## src/rtl/fsab_pkg.sv

```systemverilog
`timescale 1ns/1ps
// Shared types for the fault saboteur.
// Assumes: the mode code values are fixed and are decoded at the top-level port.
package fsab_pkg;
    typedef enum logic [1:0] {
        FM_NONE = 2'b00,
        FM_SA0  = 2'b01,
        FM_SA1  = 2'b10,
        FM_FLIP = 2'b11
    } fault_mode_t;
endpackage

```

## src/rtl/fsab_injector.sv

```systemverilog
`timescale 1ns/1ps
// Combinational saboteur: each bit picks between its true value and a
// faulted value, using the enable, its mask bit and the shared mode.
// Assumes: the inputs settle within the cycle; the block has no state.
module fsab_injector
    import fsab_pkg::*;
#(
    parameter int WIDTH = 8
) (
    input  logic [WIDTH-1:0] clean,
    input  logic             inj_en,
    input  fault_mode_t      mode,
    input  logic [WIDTH-1:0] mask,
    output logic [WIDTH-1:0] dirty
);
    genvar i;
    for (i = 0; i < WIDTH; i++) begin : g_bit
        logic faulted;

        // Purpose: build the faulted value of this bit for the selected model.
        always_comb begin
            unique case (mode)
                FM_SA0:  faulted = 1'b0;
                FM_SA1:  faulted = 1'b1;
                FM_FLIP: faulted = ~clean[i];
                default: faulted = clean[i];
            endcase
        end

        // Purpose: output mux; the faulted value is used only when enabled and masked.
        assign dirty[i] = (inj_en && mask[i]) ? faulted : clean[i];
    end
endmodule

```

## src/rtl/fsab_target.sv

```systemverilog
`timescale 1ns/1ps
// Small registered target function: q <= d + OFFSET (mod 2^WIDTH).
// One copy of it is built for the golden path and one for the faulted path.
// Assumes: synchronous active-low reset.
module fsab_target #(
    parameter int WIDTH  = 8,
    parameter int OFFSET = 3
) (
    input  logic             clk,
    input  logic             rst_n,
    input  logic [WIDTH-1:0] d,
    output logic [WIDTH-1:0] q
);
    localparam logic [WIDTH-1:0] OFF_V = WIDTH'(OFFSET);

    // Purpose: register the offset sum so that a fault must pass a flip-flop.
    always_ff @(posedge clk) begin
        if (!rst_n) q <= '0;
        else        q <= d + OFF_V;
    end
endmodule

```

## src/rtl/fsab_compare.sv

```systemverilog
`timescale 1ns/1ps
// Sticky comparator: sets a flag when the golden and faulty results differ.
// The synchronous clear takes priority over a new difference.
// Assumes: both inputs come from registers of the same clock.
module fsab_compare #(
    parameter int WIDTH = 8
) (
    input  logic             clk,
    input  logic             rst_n,
    input  logic [WIDTH-1:0] golden,
    input  logic [WIDTH-1:0] faulty,
    input  logic             clr,
    output logic             flag
);
    logic differ;

    // Purpose: detect any bit difference between the two copies.
    assign differ = |(golden ^ faulty);

    // Purpose: hold the flag until clear; clear wins over a new set.
    always_ff @(posedge clk) begin
        if (!rst_n)   flag <= 1'b0;
        else if (clr) flag <= 1'b0;
        else          flag <= flag | differ;
    end


    mis_set_chk: assert property (@(posedge clk) disable iff (!rst_n)
        (golden != faulty) && !clr |=> flag);

    mis_hold_chk: assert property (@(posedge clk) disable iff (!rst_n)
        flag && !clr |=> flag);

    mis_clear_chk: assert property (@(posedge clk) disable iff (!rst_n)
        clr |=> !flag);
endmodule

```

## src/rtl/fsab_top.sv

```systemverilog
`timescale 1ns/1ps
// Fault saboteur with built-in golden-versus-faulty detection.
// data_out replaces data_in for all downstream users; the two target copies
// and the comparator report whether the fault reached a registered output.
// Assumes: the inputs are stable at the rising edge; synchronous active-low reset.
module fsab_top
    import fsab_pkg::*;
#(
    parameter int WIDTH  = 8,
    parameter int OFFSET = 3
) (
    input  logic             clk,
    input  logic             rst_n,
    input  logic [WIDTH-1:0] data_in,
    input  logic             inj_en,
    input  logic [1:0]       fault_mode,
    input  logic [WIDTH-1:0] fault_mask,
    input  logic             mis_clr,
    output logic [WIDTH-1:0] data_out,
    output logic [WIDTH-1:0] golden_q,
    output logic [WIDTH-1:0] faulty_q,
    output logic             mismatch
);
    fault_mode_t mode_e;

    // Purpose: map the raw mode pins onto the shared mode type.
    assign mode_e = fault_mode_t'(fault_mode);

    fsab_injector #(.WIDTH(WIDTH)) u_inj (
        .clean  (data_in),
        .inj_en (inj_en),
        .mode   (mode_e),
        .mask   (fault_mask),
        .dirty  (data_out)
    );

    fsab_target #(.WIDTH(WIDTH), .OFFSET(OFFSET)) u_gold (
        .clk   (clk),
        .rst_n (rst_n),
        .d     (data_in),
        .q     (golden_q)
    );

    fsab_target #(.WIDTH(WIDTH), .OFFSET(OFFSET)) u_fault (
        .clk   (clk),
        .rst_n (rst_n),
        .d     (data_out),
        .q     (faulty_q)
    );

    fsab_compare #(.WIDTH(WIDTH)) u_cmp (
        .clk    (clk),
        .rst_n  (rst_n),
        .golden (golden_q),
        .faulty (faulty_q),
        .clr    (mis_clr),
        .flag   (mismatch)
    );


    passthru_chk: assert property (@(posedge clk) disable iff (!rst_n)
        !inj_en |-> data_out == data_in);

    unmasked_chk: assert property (@(posedge clk) disable iff (!rst_n)
        ((data_out ^ data_in) & ~fault_mask) == '0);

    sa0_chk: assert property (@(posedge clk) disable iff (!rst_n)
        inj_en && fault_mode == 2'b01 |-> (data_out & fault_mask) == '0);

    sa1_chk: assert property (@(posedge clk) disable iff (!rst_n)
        inj_en && fault_mode == 2'b10 |-> (data_out & fault_mask) == fault_mask);

    copies_agree_chk: assert property (@(posedge clk) disable iff (!rst_n)
        data_out == data_in |=> golden_q == faulty_q);
endmodule

```

## config.mk

```make
export PLATFORM = sky130hd
export DESIGN_NAME = fsab_top
export DESIGN_NICKNAME = d
export VERILOG_FILES = /design/src/rtl/fsab_pkg.sv /design/src/rtl/fsab_injector.sv /design/src/rtl/fsab_target.sv /design/src/rtl/fsab_compare.sv /design/src/rtl/fsab_top.sv
export SDC_FILE = /design/constraint.sdc
export NUM_CORES = 1
export LEC_CHECK = 0
export BUFFER_PORTS_ARGS = -buffer_cell sky130_fd_sc_hd__buf_4
export CAP_MARGIN = 10
export CORE_MARGIN = 1
export CORE_UTILIZATION = 48
export DETAILED_ROUTE_END_ITERATION = 10
export PLACE_DENSITY = 0.79
export SLEW_MARGIN = 20
export SYNTH_ARGS = -nofsm -noshare
export SYNTH_HDL_FRONTEND = slang
export SYNTH_SLANG_ARGS = --single-unit
```

## constraint.sdc

```tcl
create_clock -name clk -period 3.54 [get_ports clk]
set_input_delay 0.354 -clock clk [delete_from_list [all_inputs] [get_ports clk]]
set_output_delay 0.354 -clock clk [all_outputs]
set_load 0.02 [all_outputs]
```

==> results of run 1 <==
## power by group through the flow
stage | Sequential (mW) | Clock [mW] | Combinational (mW)
CTS | 0.218 | 0.0985 | 0.170
floorplan | 0.241 | 0 | 0.0825
global placement | 0.222 | 0 | 0.167
detailed placement | 0.222 | 0 | 0.169
global route | 0.219 | 0.107 | 0.183
finish | 0.218 | 0.0983 | 0.169
## state kept, by name (all words and copies together) (netlist names)
signal	cells
u_cmp.flag	1
u_fault.q	8
u_gold.q	8
## cells in the mapped netlist (all sizes together), types with 2 or more instances
library cell  instances  area, µm²
a41oi                 3       33.8
nor2b                 2       12.5
xor2                  5       43.8
a31oi                 8       65.1
a41o                  5       66.3
a21oi                 2       10.0
xnor2                12        105
nand4                 2       18.8
nand3                 3       15.0
inv                   7       26.3
nor3                  3       15.0
nand2                 4       15.0
buf                   4       43.8
dfxtp                17        340
nor2                 13       48.8
ha                    2       25.0
## how the worst max path moves through the flow
stage,from,endpoint,depth (start not counted)
detailed placement,inj_en,u_fault.q[6],6
floorplan,inj_en,u_fault.q[6],6
global placement,inj_en,u_fault.q[6],6
global route,inj_en,data_out[6],4
finish,inj_en,data_out[6],4
CTS,inj_en,data_out[6],4
## routing by layer
layer | global-route usage (%) | vias to the layer above | wire length [µm]
met2 | 42.5 | 35 | 1140
li1 | - | 456 | -
met1 | 24.0 | 397 | 939
met5 | 0 | - | 0
met4 | 10.3 | 0 | 40
met3 | 3.85 | 4 | 96
## cells by family (layout without fill, tap and decap cells)
logic type	count (synthesis)	in the layout	share of synthesized area [%]
compound gates	21	21	22.1
simple gates	32	32	16.2
buf+inv	13	58	7.96
xor+xnor	17	17	15.3
fa+ha+maj	2	2	2.57
mux	1	1	1.03
flops	17	17	34.9
## per-stage QoR
stage               instance area, µm²  total power [mW]  util [%]  hold slack (ns)
floorplan                          975             0.323         -            0.426
global placement                  1300             0.388      71.6            0.512
detailed placement                1300             0.392      71.6            0.537
CTS                               1330             0.486      73.1            0.229
global route                      1330             0.509      73.1            0.211
finish                            1330             0.485      73.1            0.223
## worst max-delay path, stage by stage
cell     delay, ns
buf_4         0.19
a31oi_1       0.10
a41oi_1       0.34
buf_4         0.22
## layout make-up
class / count / share of cell area (%)
clock buffers: 3 / 1.69
clock inverters: 1 / 0.376
inverters: 8 / 2.26
multi-input cells: 73 / 41.8
flip-flops and latches: 17 / 25.6
well taps: 25 / 2.35
repair buffers: 46 / 25.9
==> out/results.ini, run 1 <==
[yosys]
synth-seq-cells=17
syn_area_um2=975
yosys_warnings=0
synth_nets=127
synth_enable_flop_cells=0
ys_seq_area_share_pct=34.9
ys_types=35
avgSynthCellArea_um2=9.46
syn_inst=103
synth_async_sr_flop_share_pct=0
synth_flop_cell=dfxtp_1

[global_route]
overflow=0
grt.total_usage_pct=22.5
grt_pass1_vias=831
grt_pass1_wl_um=3390
antenna_found_initial=0
grt_max_degree=18

[floorplan]
io_pins=47
dieHeight_um=47.1
core_area_mm2=0.00182
start_util_pct=53.5
rows=15
die_area_mm2=0.00221
die_w_um=47.1

[worst_hold_path]
min_to=u_cmp.flag
hold_depth=2
hold_class=input port to register
min-delay-start=mis_clr

[sta]
max_freq_mhz=644
finalWorstSetupSlack_ns=1.99
period_share_pct=43.9
rsz0062_at_grt=false
final_max_slew_viol_count=0
min_period_ns=1.55
worst_pin_slew_ns=0.401
setup_viol=0
tns_ns=0
hold_violations=0
finalClockSkew_ns=0.00825
maxSlewHeadroom_pct=73.1

[clock_network]
cts_tree=built
clock-root-buffer=clkbuf_4
hold_buffers=0
clk_path_buf_depth=2
cts_sinks=17
htreeDepth=1
cts_made_buffers=3
cts_setup_buffers=0
insertion_delay_ns=0.29
clk_pin_slew_ns=0.09
cts_resized=0

[cells_and_area]
synthToLayoutAreaGrowth_pct=36.6
fin_nets=173
multi_input_area_um2=557
diodes=0
mostFrequentLayoutCell=buf_4
seq_area_um2=340
final_cell_mix=buf_4, dfxtp_1, nor2_1
layout.cells.non_filler=173
n_fill_cell=146
drive_gt1_share_pct=42.6

[route]
routed-via-count=892
firstDrtPassIters=4
drtIter0Drc=11
drt_wl_total_um=2220
drc=0
wl_per_cell_um=12.8
vias_per_cell=5.16
ant_nets=0

[place]
hpwl_um=1850
preCtsSetupSlack_ns=1.72
dp.cells=169
portBuffers=46
gp_congestion=0.778

[critical_path]
ff2ff_setup_slack_ns=2.54
rr_startpoint=u_gold.q[5]
r2r-end=u_cmp.flag
crit_type=input port to primary output
worstPathRequired_ns=3.19
r2r.worst_path.cells=4
path_max_fanout=16
cp.arrival_ns=1.20
endpoint_kind=primary output
startpoint_type=input port

[power_and_ir_drop]
ir_worst_vdd_mv=0.201
clockPowerShare_pct=20.3
switching_share_pct=32.3
p_int_mw=0.328
p_comb_share_pct=34.9
p_switching_mw=0.157
pwr-share-seq_pct=44.9
pwr_density_cell_mw_per_mm2=364
p_leak_nw=0.599

[outcome]
status=completed

[job]
drv_cap=0

No activity file was read; power rests on OpenSTA's default activity.
==> inputs of run 2 (changes only) <==
Settings changed: CORE_UTILIZATION 48 to 45, PLACE_DENSITY 0.79 to 0.74.
Clock period 3.54 ns to 1.6 ns, I/O delays scaled along.
==> run 2 against run 1 <==
Global-route usage decreased by 2.0 points. Hold slack worse by 0.18 ns. Flip-flop and latch count is the same. Cell count increased by 2.3%. Worst setup slack worse by 1.7 ns. Critical endpoint is now u_fault.q[6].
==> out/results.ini, run 2 (synthesized netlist as in run 1, its figures left out) <==
[outcome]
status=completed  ; unchanged

[power_and_ir_drop]
pwr_density_cell_mw_per_mm2=794  ; was 364 mW/mm²
ir_worst_vdd_mv=0.422  ; was 0.201 mV
p_leak_nw=0.605  ; was 0.599 nW

[global_route]
grt_pass1_vias=839  ; was 831
overflow=0  ; unchanged
grt_pass1_wl_um=3710  ; was 3390 µm
antenna_found_initial=0  ; unchanged
grt_max_degree=17  ; was 18
grt.total_usage_pct=20.4  ; was 22.5%

[cells_and_area]
final_cell_mix=buf_4, dfxtp_1, nor2_1  ; unchanged
final_area_mm2=0.00135  ; was 0.00133 mm²
fin_nets=175  ; was 173
reg_top3=u_fault.q (8), u_gold.q (8), u_cmp.flag (1)  ; unchanged
drive_gt1_share_pct=42.7  ; was 42.6%
diodes=0  ; unchanged
layout.cells.non_filler=177  ; was 173
mostFrequentLayoutCell=buf_4  ; unchanged
synthToLayoutAreaGrowth_pct=38.3  ; was 36.6%

[clock_network]
htreeDepth=1  ; unchanged
cts_sinks=17  ; unchanged
hold_buffers=0  ; unchanged
insertion_delay_ns=0.27  ; was 0.29 ns
clk_pin_slew_ns=0.09  ; about the same
cts_setup_buffers=0  ; unchanged
cts_tree=built  ; unchanged
clk_path_buf_depth=2  ; unchanged
cts_made_buffers=3  ; unchanged
clock-root-buffer=clkbuf_4  ; unchanged
cts_resized=0  ; unchanged

[critical_path]
cp.arrival_ns=1.50  ; was 1.20 ns
cp.depth=6  ; was 4
endpoint_kind=register  ; was primary output
cpLargestDelayFamily=compound AO/OA/AOI/OAI gates  ; unchanged
r2r.worst_path.cells=4  ; unchanged
crit_type=input port to register  ; was input port to primary output
critPathSlowestCell=or3_1  ; was a41oi_1
path_cells=buf_4 > a31oi_1 > a41o_4 > ha_1 > or3_1 > a21oi_1  ; was buf_4 > a31oi_1 > a41oi_1 > buf_4
max_stage_delay_ns=0.37  ; was 0.34 ns
startpoint_type=input port  ; unchanged
worstPathRequired_ns=1.81  ; was 3.19 ns
path_max_fanout=16  ; unchanged
critPathBufInv=1  ; was 2

[route]
drc=0  ; unchanged
dr_wl_met2_um=1160  ; was 1140 µm
wl_met1_um=967  ; was 939 µm
drt_wl_total_um=2250  ; was 2220 µm
routed-via-count=913  ; was 892
drtIter0Drc=14  ; was 11
vias_per_cell=5.16  ; about the same
firstDrtPassIters=4  ; unchanged
wl_per_cell_um=12.7  ; was 12.8 µm
top_layer_used=met4  ; unchanged
ant_nets=0  ; unchanged
wl_met3_um=103  ; was 96 µm

[sta]
min_period_ns=1.29
hold_ws_ns=0.0408  ; was 0.223 ns
worst_pin_slew_ns=0.358  ; was 0.401 ns
tns_ns=0  ; unchanged
maxSlewHeadroom_pct=75.8  ; was 73.1%
period_share_pct=80.3
hold_violations=0  ; unchanged
setup_viol=0  ; unchanged
rsz0062_at_grt=false  ; unchanged
final_max_slew_viol_count=0  ; unchanged
finalClockSkew_ns=0.00362  ; was 0.00825 ns
max_freq_mhz=778

[floorplan]
core_area_mm2=0.00200  ; was 0.00182 mm²
rows=16  ; was 15
dieHeight_um=48.5  ; was 47.1 µm
start_util_pct=48.7  ; was 53.5%
die_w_um=48.5  ; was 47.1 µm
io_pins=47  ; unchanged
die_area_mm2=0.00236  ; was 0.00221 mm²

[job]
drv_cap=0  ; unchanged

[worst_hold_path]
hold_class=input port to register  ; unchanged
hold_depth=2  ; unchanged

[place]
gp_congestion=0.860  ; was 0.778
dp.cells=173  ; was 169
dpl_cell_area_mm2=0.00132  ; was 0.00130 mm²
portBuffers=46  ; unchanged
hpwl_um=1880  ; was 1850 µm

-- run 2: cell types whose count changed in the layout (fill, tap and decap cells not counted) --
cell / change
clkbuf_1: +1
buf_4: +2
clkinv_2: -1
-- run 2: worst paths after layout --
| kind | startpoint | end | slack (ns) |
|---|---|---|---|
| setup / recovery | inj_en | u_fault.q[6] | 0.31 |
| hold / removal | mis_clr | u_cmp.flag | 0.04 |
| setup reg to reg | u_fault.q[5] | u_cmp.flag | 0.58 |
| hold reg to reg | u_cmp.flag | u_cmp.flag | 0.60 |
-- run 2: worst reg2reg max path, cell delays in order (launching register included) --
cell and delay (ns):
dfxtp_1 0.33, xnor2_1 0.17, nand3_1 0.10, nor4_1 0.24, nor3_1 0.08
-- run 2: area by class of cell --
cell class,instances,area [µm²]
fillers,174,654
multi-input cells,73,557
repair buffers,48,360
flip-flops and latches,17,340
well taps,27,33.8
inverters,8,30.0
clock buffers,4,26.3
-- run 2: routing by layer --
layer,vias to the layer above,global-route usage (%)
met5,-,0
met4,0,10.3
met3,2,2.52
met2,32,37.1
met1,418,23.4
li1,461,-
-- run 2: through the flow --
step / utilization, % / power (mW) / setup WS, ns
2_1_floorplan: - / 0.715 / 0.123
3_3_place_gp: 66.0 / 0.863 / 0.0773
3_5_place_dp: 66.0 / 0.870 / 0.0309
4_1_cts: 67.3 / 1.08 / 0.329
5_1_grt: 67.3 / 1.13 / 0.264
6_report: 67.3 / 1.07 / 0.314
-- run 2: power breakdown --
group	switching (mW)	leakage [nW]	internal, mW	total, mW
Clock	0.113	0.0150	0.0966	0.210
Combinational	0.200	0.449	0.178	0.379
Sequential	0.0238	0.142	0.458	0.482
